### config.mk
export PLATFORM = sky130hd
export DESIGN_NAME = rotate_unit
export DESIGN_NICKNAME = d
export VERILOG_FILES = /design/src/rtl/rot_pkg.sv /design/src/rtl/rot_amt_sel.sv /design/src/rtl/rot_barrel.sv /design/src/rtl/rot_result_fmt.sv /design/src/rtl/rotate_unit.sv
export SDC_FILE = /design/constraint.sdc
export NUM_CORES = 1
export LEC_CHECK = 0
export CAP_MARGIN = 5
export CELL_PAD_IN_SITES_DETAIL_PLACEMENT = 1
export CELL_PAD_IN_SITES_GLOBAL_PLACEMENT = 2
export CORE_MARGIN = 1
export CORE_UTILIZATION = 47
export DETAILED_ROUTE_END_ITERATION = 16
export DONT_BUFFER_PORTS = 1
export PLACE_DENSITY = 0.83
export SYNTH_ARGS = -nofsm -noshare
export SYNTH_HDL_FRONTEND = slang
export SYNTH_HIERARCHICAL = 1
export SYNTH_SLANG_ARGS = --single-unit
### constraint.sdc
create_clock -name vclk -period 3.4
set_input_delay 0.34 -clock vclk [all_inputs]
set_output_delay 0.34 -clock vclk [all_outputs]
set_load 0.05 [all_outputs]
### src/rtl/rot_pkg.sv
package rot_pkg;

    localparam int unsigned XLEN   = 64;
    localparam int unsigned HLEN   = XLEN / 2;
    localparam int unsigned AMT_W  = $clog2(XLEN);
    localparam int unsigned IMM_W  = AMT_W - 1;

    typedef enum logic [2:0] {
        ROT_OP_WORD_IMM    = 3'd0,
        ROT_OP_WORD_REG    = 3'd1,
        ROT_OP_DWORD_IMM   = 3'd2,
        ROT_OP_DWORD_IMMHI = 3'd3,
        ROT_OP_DWORD_REG   = 3'd4
    } rot_op_e;

    typedef struct packed {
        logic             valid;
        logic             is_word;
        logic [AMT_W-1:0] amt;
    } rot_ctl_t;

endpackage

### src/rtl/rot_amt_sel.sv
module rot_amt_sel
    import rot_pkg::*;
#(
    parameter int unsigned W  = XLEN,
    parameter int unsigned AW = $clog2(W)
) (
    input  logic [2:0]    op_i,
    input  logic [AW-2:0] imm_i,
    input  logic [W-1:0]  reg_i,
    output rot_ctl_t      ctl_o
);

    rot_ctl_t ctl_d;
    logic     unused_reg_hi;

    assign unused_reg_hi = ^reg_i[W-1:AW];

    always_comb begin
        ctl_d = '0;
        case (rot_op_e'(op_i))
            ROT_OP_WORD_IMM: begin
                ctl_d.valid   = 1'b1;
                ctl_d.is_word = 1'b1;
                ctl_d.amt     = {1'b0, imm_i};
            end
            ROT_OP_WORD_REG: begin
                ctl_d.valid   = 1'b1;
                ctl_d.is_word = 1'b1;
                ctl_d.amt     = {1'b0, reg_i[AW-2:0]};
            end
            ROT_OP_DWORD_IMM: begin
                ctl_d.valid   = 1'b1;
                ctl_d.amt     = {1'b0, imm_i};
            end
            ROT_OP_DWORD_IMMHI: begin
                ctl_d.valid   = 1'b1;
                ctl_d.amt     = {1'b1, imm_i};
            end
            ROT_OP_DWORD_REG: begin
                ctl_d.valid   = 1'b1;
                ctl_d.amt     = reg_i[AW-1:0];
            end
            default: ctl_d = '0;
        endcase
    end

    assign ctl_o = ctl_d;

endmodule

### src/rtl/rot_barrel.sv
module rot_barrel #(
    parameter int unsigned W  = 64,
    parameter int unsigned AW = $clog2(W)
) (
    input  logic [W-1:0]  din_i,
    input  logic [AW-1:0] amt_i,
    output logic [W-1:0]  dout_o
);

    logic [W-1:0] stage_d [AW+1];

    assign stage_d[0] = din_i;

    for (genvar k = 0; k < AW; k++) begin : g_stage
        localparam int unsigned S = 1 << k;
        assign stage_d[k+1] = amt_i[k] ? {stage_d[k][S-1:0], stage_d[k][W-1:S]}
                                       : stage_d[k];
    end

    assign dout_o = stage_d[AW];

endmodule

### src/rtl/rot_result_fmt.sv
module rot_result_fmt
    import rot_pkg::*;
#(
    parameter int unsigned W = XLEN,
    parameter int unsigned H = W / 2
) (
    input  rot_ctl_t     ctl_i,
    input  logic [H-1:0] word_i,
    input  logic [W-1:0] dword_i,
    output logic [W-1:0] result_o
);

    logic [W-1:0] result_d;

    always_comb begin
        if (!ctl_i.valid) begin
            result_d = '0;
        end else if (ctl_i.is_word) begin
            result_d = {{(W-H){word_i[H-1]}}, word_i};
        end else begin
            result_d = dword_i;
        end
    end

    assign result_o = result_d;

endmodule

### src/rtl/rotate_unit.sv
module rotate_unit
    import rot_pkg::*;
(
    input  logic [XLEN-1:0]  operand_i,
    input  logic [IMM_W-1:0] shamt_imm_i,
    input  logic [XLEN-1:0]  shamt_reg_i,
    input  logic [2:0]       op_sel_i,
    output logic [XLEN-1:0]  result_o
);

    rot_ctl_t        ctl_d;
    logic [HLEN-1:0] word_rot_d;
    logic [XLEN-1:0] dword_rot_d;

    rot_amt_sel #(.W(XLEN)) u_sel (
        .op_i  (op_sel_i),
        .imm_i (shamt_imm_i),
        .reg_i (shamt_reg_i),
        .ctl_o (ctl_d)
    );

    rot_barrel #(.W(HLEN)) u_word_rot (
        .din_i  (operand_i[HLEN-1:0]),
        .amt_i  (ctl_d.amt[AMT_W-2:0]),
        .dout_o (word_rot_d)
    );

    rot_barrel #(.W(XLEN)) u_dword_rot (
        .din_i  (operand_i),
        .amt_i  (ctl_d.amt),
        .dout_o (dword_rot_d)
    );

    rot_result_fmt #(.W(XLEN)) u_fmt (
        .ctl_i    (ctl_d),
        .word_i   (word_rot_d),
        .dword_i  (dword_rot_d),
        .result_o (result_o)
    );

endmodule

==> results.md <==
- First-pass DRT Iterations: 5
- Final WS setup: -0.2188 ns
- Adder-Cell Fraction of Synth Area: 0%
- Ports: 200
- Clk network pwr share: 0%
- Placed cell areas: 0.008436 mm^2
- Slew HR: 27.71%
- GR peak layer: met2
- Antenna-violating nets left: 0
- Area of the multi-input gates: 0.007838 mm^2
- Die area: 0.01718 mm^2
- FFs & Latches: 0
- FP Rows: 46
- Post-Synthesis Cells: 528
- Total wire length: 31.21 mm
- Dpl hpwl: 23.94 mm
- Vias in the first global route: 6535
- Xor/xnor share of the synthesized area: 0%
- Crit. End Element: output pin
- Status: finished with violations
- HP Class: input pin to output pin
- Leakage: 2.956 nW
- DRT iter0 DRCs: 990
- MaxCap Viol Count: 0
- Global-route wire length before repair: 44.34 mm
- Ant diodes: 0
- Comb pwr share: 100.0%
- Critical Path Source Type: input pin
- GR Util met1: 48.30%
- Avg WL per Cell: 39.91 um
- Sequential share of the synthesized area: 0%
- Worst VDD drop: 0.0001760 V
- NumNets Final: 704
- PortBufs: 0
- Fin. Hold Viols: 0
- Die H: 131.1 um
- Core Util, Final: 58.21%
- Simple-gate share of the synthesized area: 6.550%
- Commonest non-fill, non-tap cell in the layout: mux4_2
- Final count of negative-setup-slack endpoints: 64
- Switching share of power: 56.13%
- Crit Path Max Fanout: 9
- Finished Layout Cells: 782
- Filler Cells Inserted: 1451
- Fmax: 0.2763 GHz
- RSZ-0062 raised after global routing: yes
- Syn Area/Cell: 14.83 um^2
- Ys Warns: 6
- Initial antenna violation count: 0
- Slew Limit Fails: 0
- Worst EP required: 3.06 ns
- Int Power: 1.589 mW
- Placed insts: 754
- Final period utilization: 106.4%
- Design Area, Final: 0.009348 mm^2
- Layout area overhead: 19.35%
- Sequential Power Share: 0%
- DRC: 0
- Failing checks: setup timing
- Initial Utilization: 48.78%
- Most frequent cells in the layout: mux4_2, buf_4, nand2b_1, mux2_2, a21boi_1
- Total GRT Usage: 36.90%
- Grt ovf: 0
- Netlist Area Pre-Place: 0.007833 mm^2
- Largest net degree at the start of global routing: 50
- PwrDens: 387.6 mW/mm^2
- Top cell type's share of synthesized area: 72.46%
- Gpl congestion: 1.027
- Worst-case hold slack: 1.182 ns
- Core Box Area: 0.01606 mm^2
- Fraction of layout cells with a size suffix above 1: 84.28%
- Post-Syn Nets: 664
- Fin crit period: 3.619 ns
- Post-synthesis mux area share: 82.36%
- Number of library cell types mapped by synthesis: 22
- Post-synthesis compound-gate area fraction: 3.866%
- Sw Pwr: 2.034 mW
- Arrival @ worst endpoint: 3.28 ns
- Via-per-instance ratio: 8.465
- Vias: 6620
- Worst Tran Pin Value: 1.082 ns
- Yosys top cell by area: mux4_2
- Die W: 131.1 um
- Leading post-synthesis cells by cell area: mux4_2, mux2_2, mux2i_1
- Main combinational cell family by area after synthesis: multiplexers
- Seq. cell area: 0 um^2
- Clkbuf count: 0
- CP Class: input pin to output pin
- Met3 Track Usage GR: 11.77%
- Met2 Track Usage GR: 57.95%
==> routing by layer <==
metal  up-vias  share of wire (%)
met5         -                  0
met4         0                4.2
met3        83                 15
met2       606                 47
met1      3453                 33
li1       2478                  -
==> critical path: stages <==
cell,delay [ns]
and2b_2,0.25
o21ai_4,0.19
nand2_4,0.13
buf_12,0.17
buf_16,0.13
mux4_2,0.52
mux4_2,0.56
buf_6,0.15
mux4_2,0.47
nand2b_1,0.09
a21boi_1,0.07
buf_4,0.19
==> cell type report <==
cell class | instances | area share, %
Multi-Input combinational cell | 450 | 83.84
Tap cell | 216 | 2.891
Timing Repair Buffer | 116 | 13.26
==> cells by family after synthesis <==
family | after synthesis
AOI/OAI and AO/OA | 44
buffers and inverters | 80
muxes | 319
and+or+nand+nor | 85
==> cell usage after synthesis <==
master / instances
clkbuf_2: 1
nor2_1: 3
clkbuf_1: 30
buf_2: 9
nor2b_1: 36
and2b_4: 1
mux4_2: 252
nand2_1: 7
buf_4: 4
nand3b_1: 1
and2b_1: 2
o21ai_0: 6
o21ai_1: 5
mux2_2: 32
mux4_1: 4
buf_12: 10
buf_6: 10
mux2i_1: 31
buf_1: 16
a21boi_1: 33
nand3_1: 1
nand2b_1: 34
==> worst paths after layout <==
check                       start      endpoint  slack, ns  cells after the start
worst max-delay path  op_sel_i[2]  result_o[46]      -0.22                     12
worst min-delay path  op_sel_i[1]  result_o[25]       1.18                      3
==> power by group through the flow <==
| stage | Sequential [mW] | Combinational, mW | Clock, mW |
|---|---|---|---|
| after floorplan | 0 | 2.38 | 0 |
| after global placement | 0 | 3.06 | 0 |
| after detailed placement | 0 | 3.15 | 0 |
| after CTS | 0 | 3.41 | 0 |
| after global routing | 0 | 3.72 | 0 |
| final | 0 | 3.62 | 0 |
==> through the flow <==
step | setup slack (ns) | power, mW | TNS, ns
3_5_place_dp | -0.4247 | 3.145 | -23.52
3_3_place_gp | -0.2961 | 3.060 | -15.42
5_1_grt | -0.2604 | 3.720 | -12.78
6_report | -0.2188 | 3.623 | -9.823
2_1_floorplan | 0.003209 | 2.376 | 0
4_1_cts | -0.1893 | 3.414 | -7.953
==> what timing repair did <==
action                     4_1_cts  5_1_grt
resized for setup              108       39
gates cloned                     4        1
setup endpoints to repair       64       64
pin swaps                        2       10
hold endpoints to repair         0        0
hold buffers                     0        0
buffers inserted                19        4
Power figures use the tool's default switching activity.
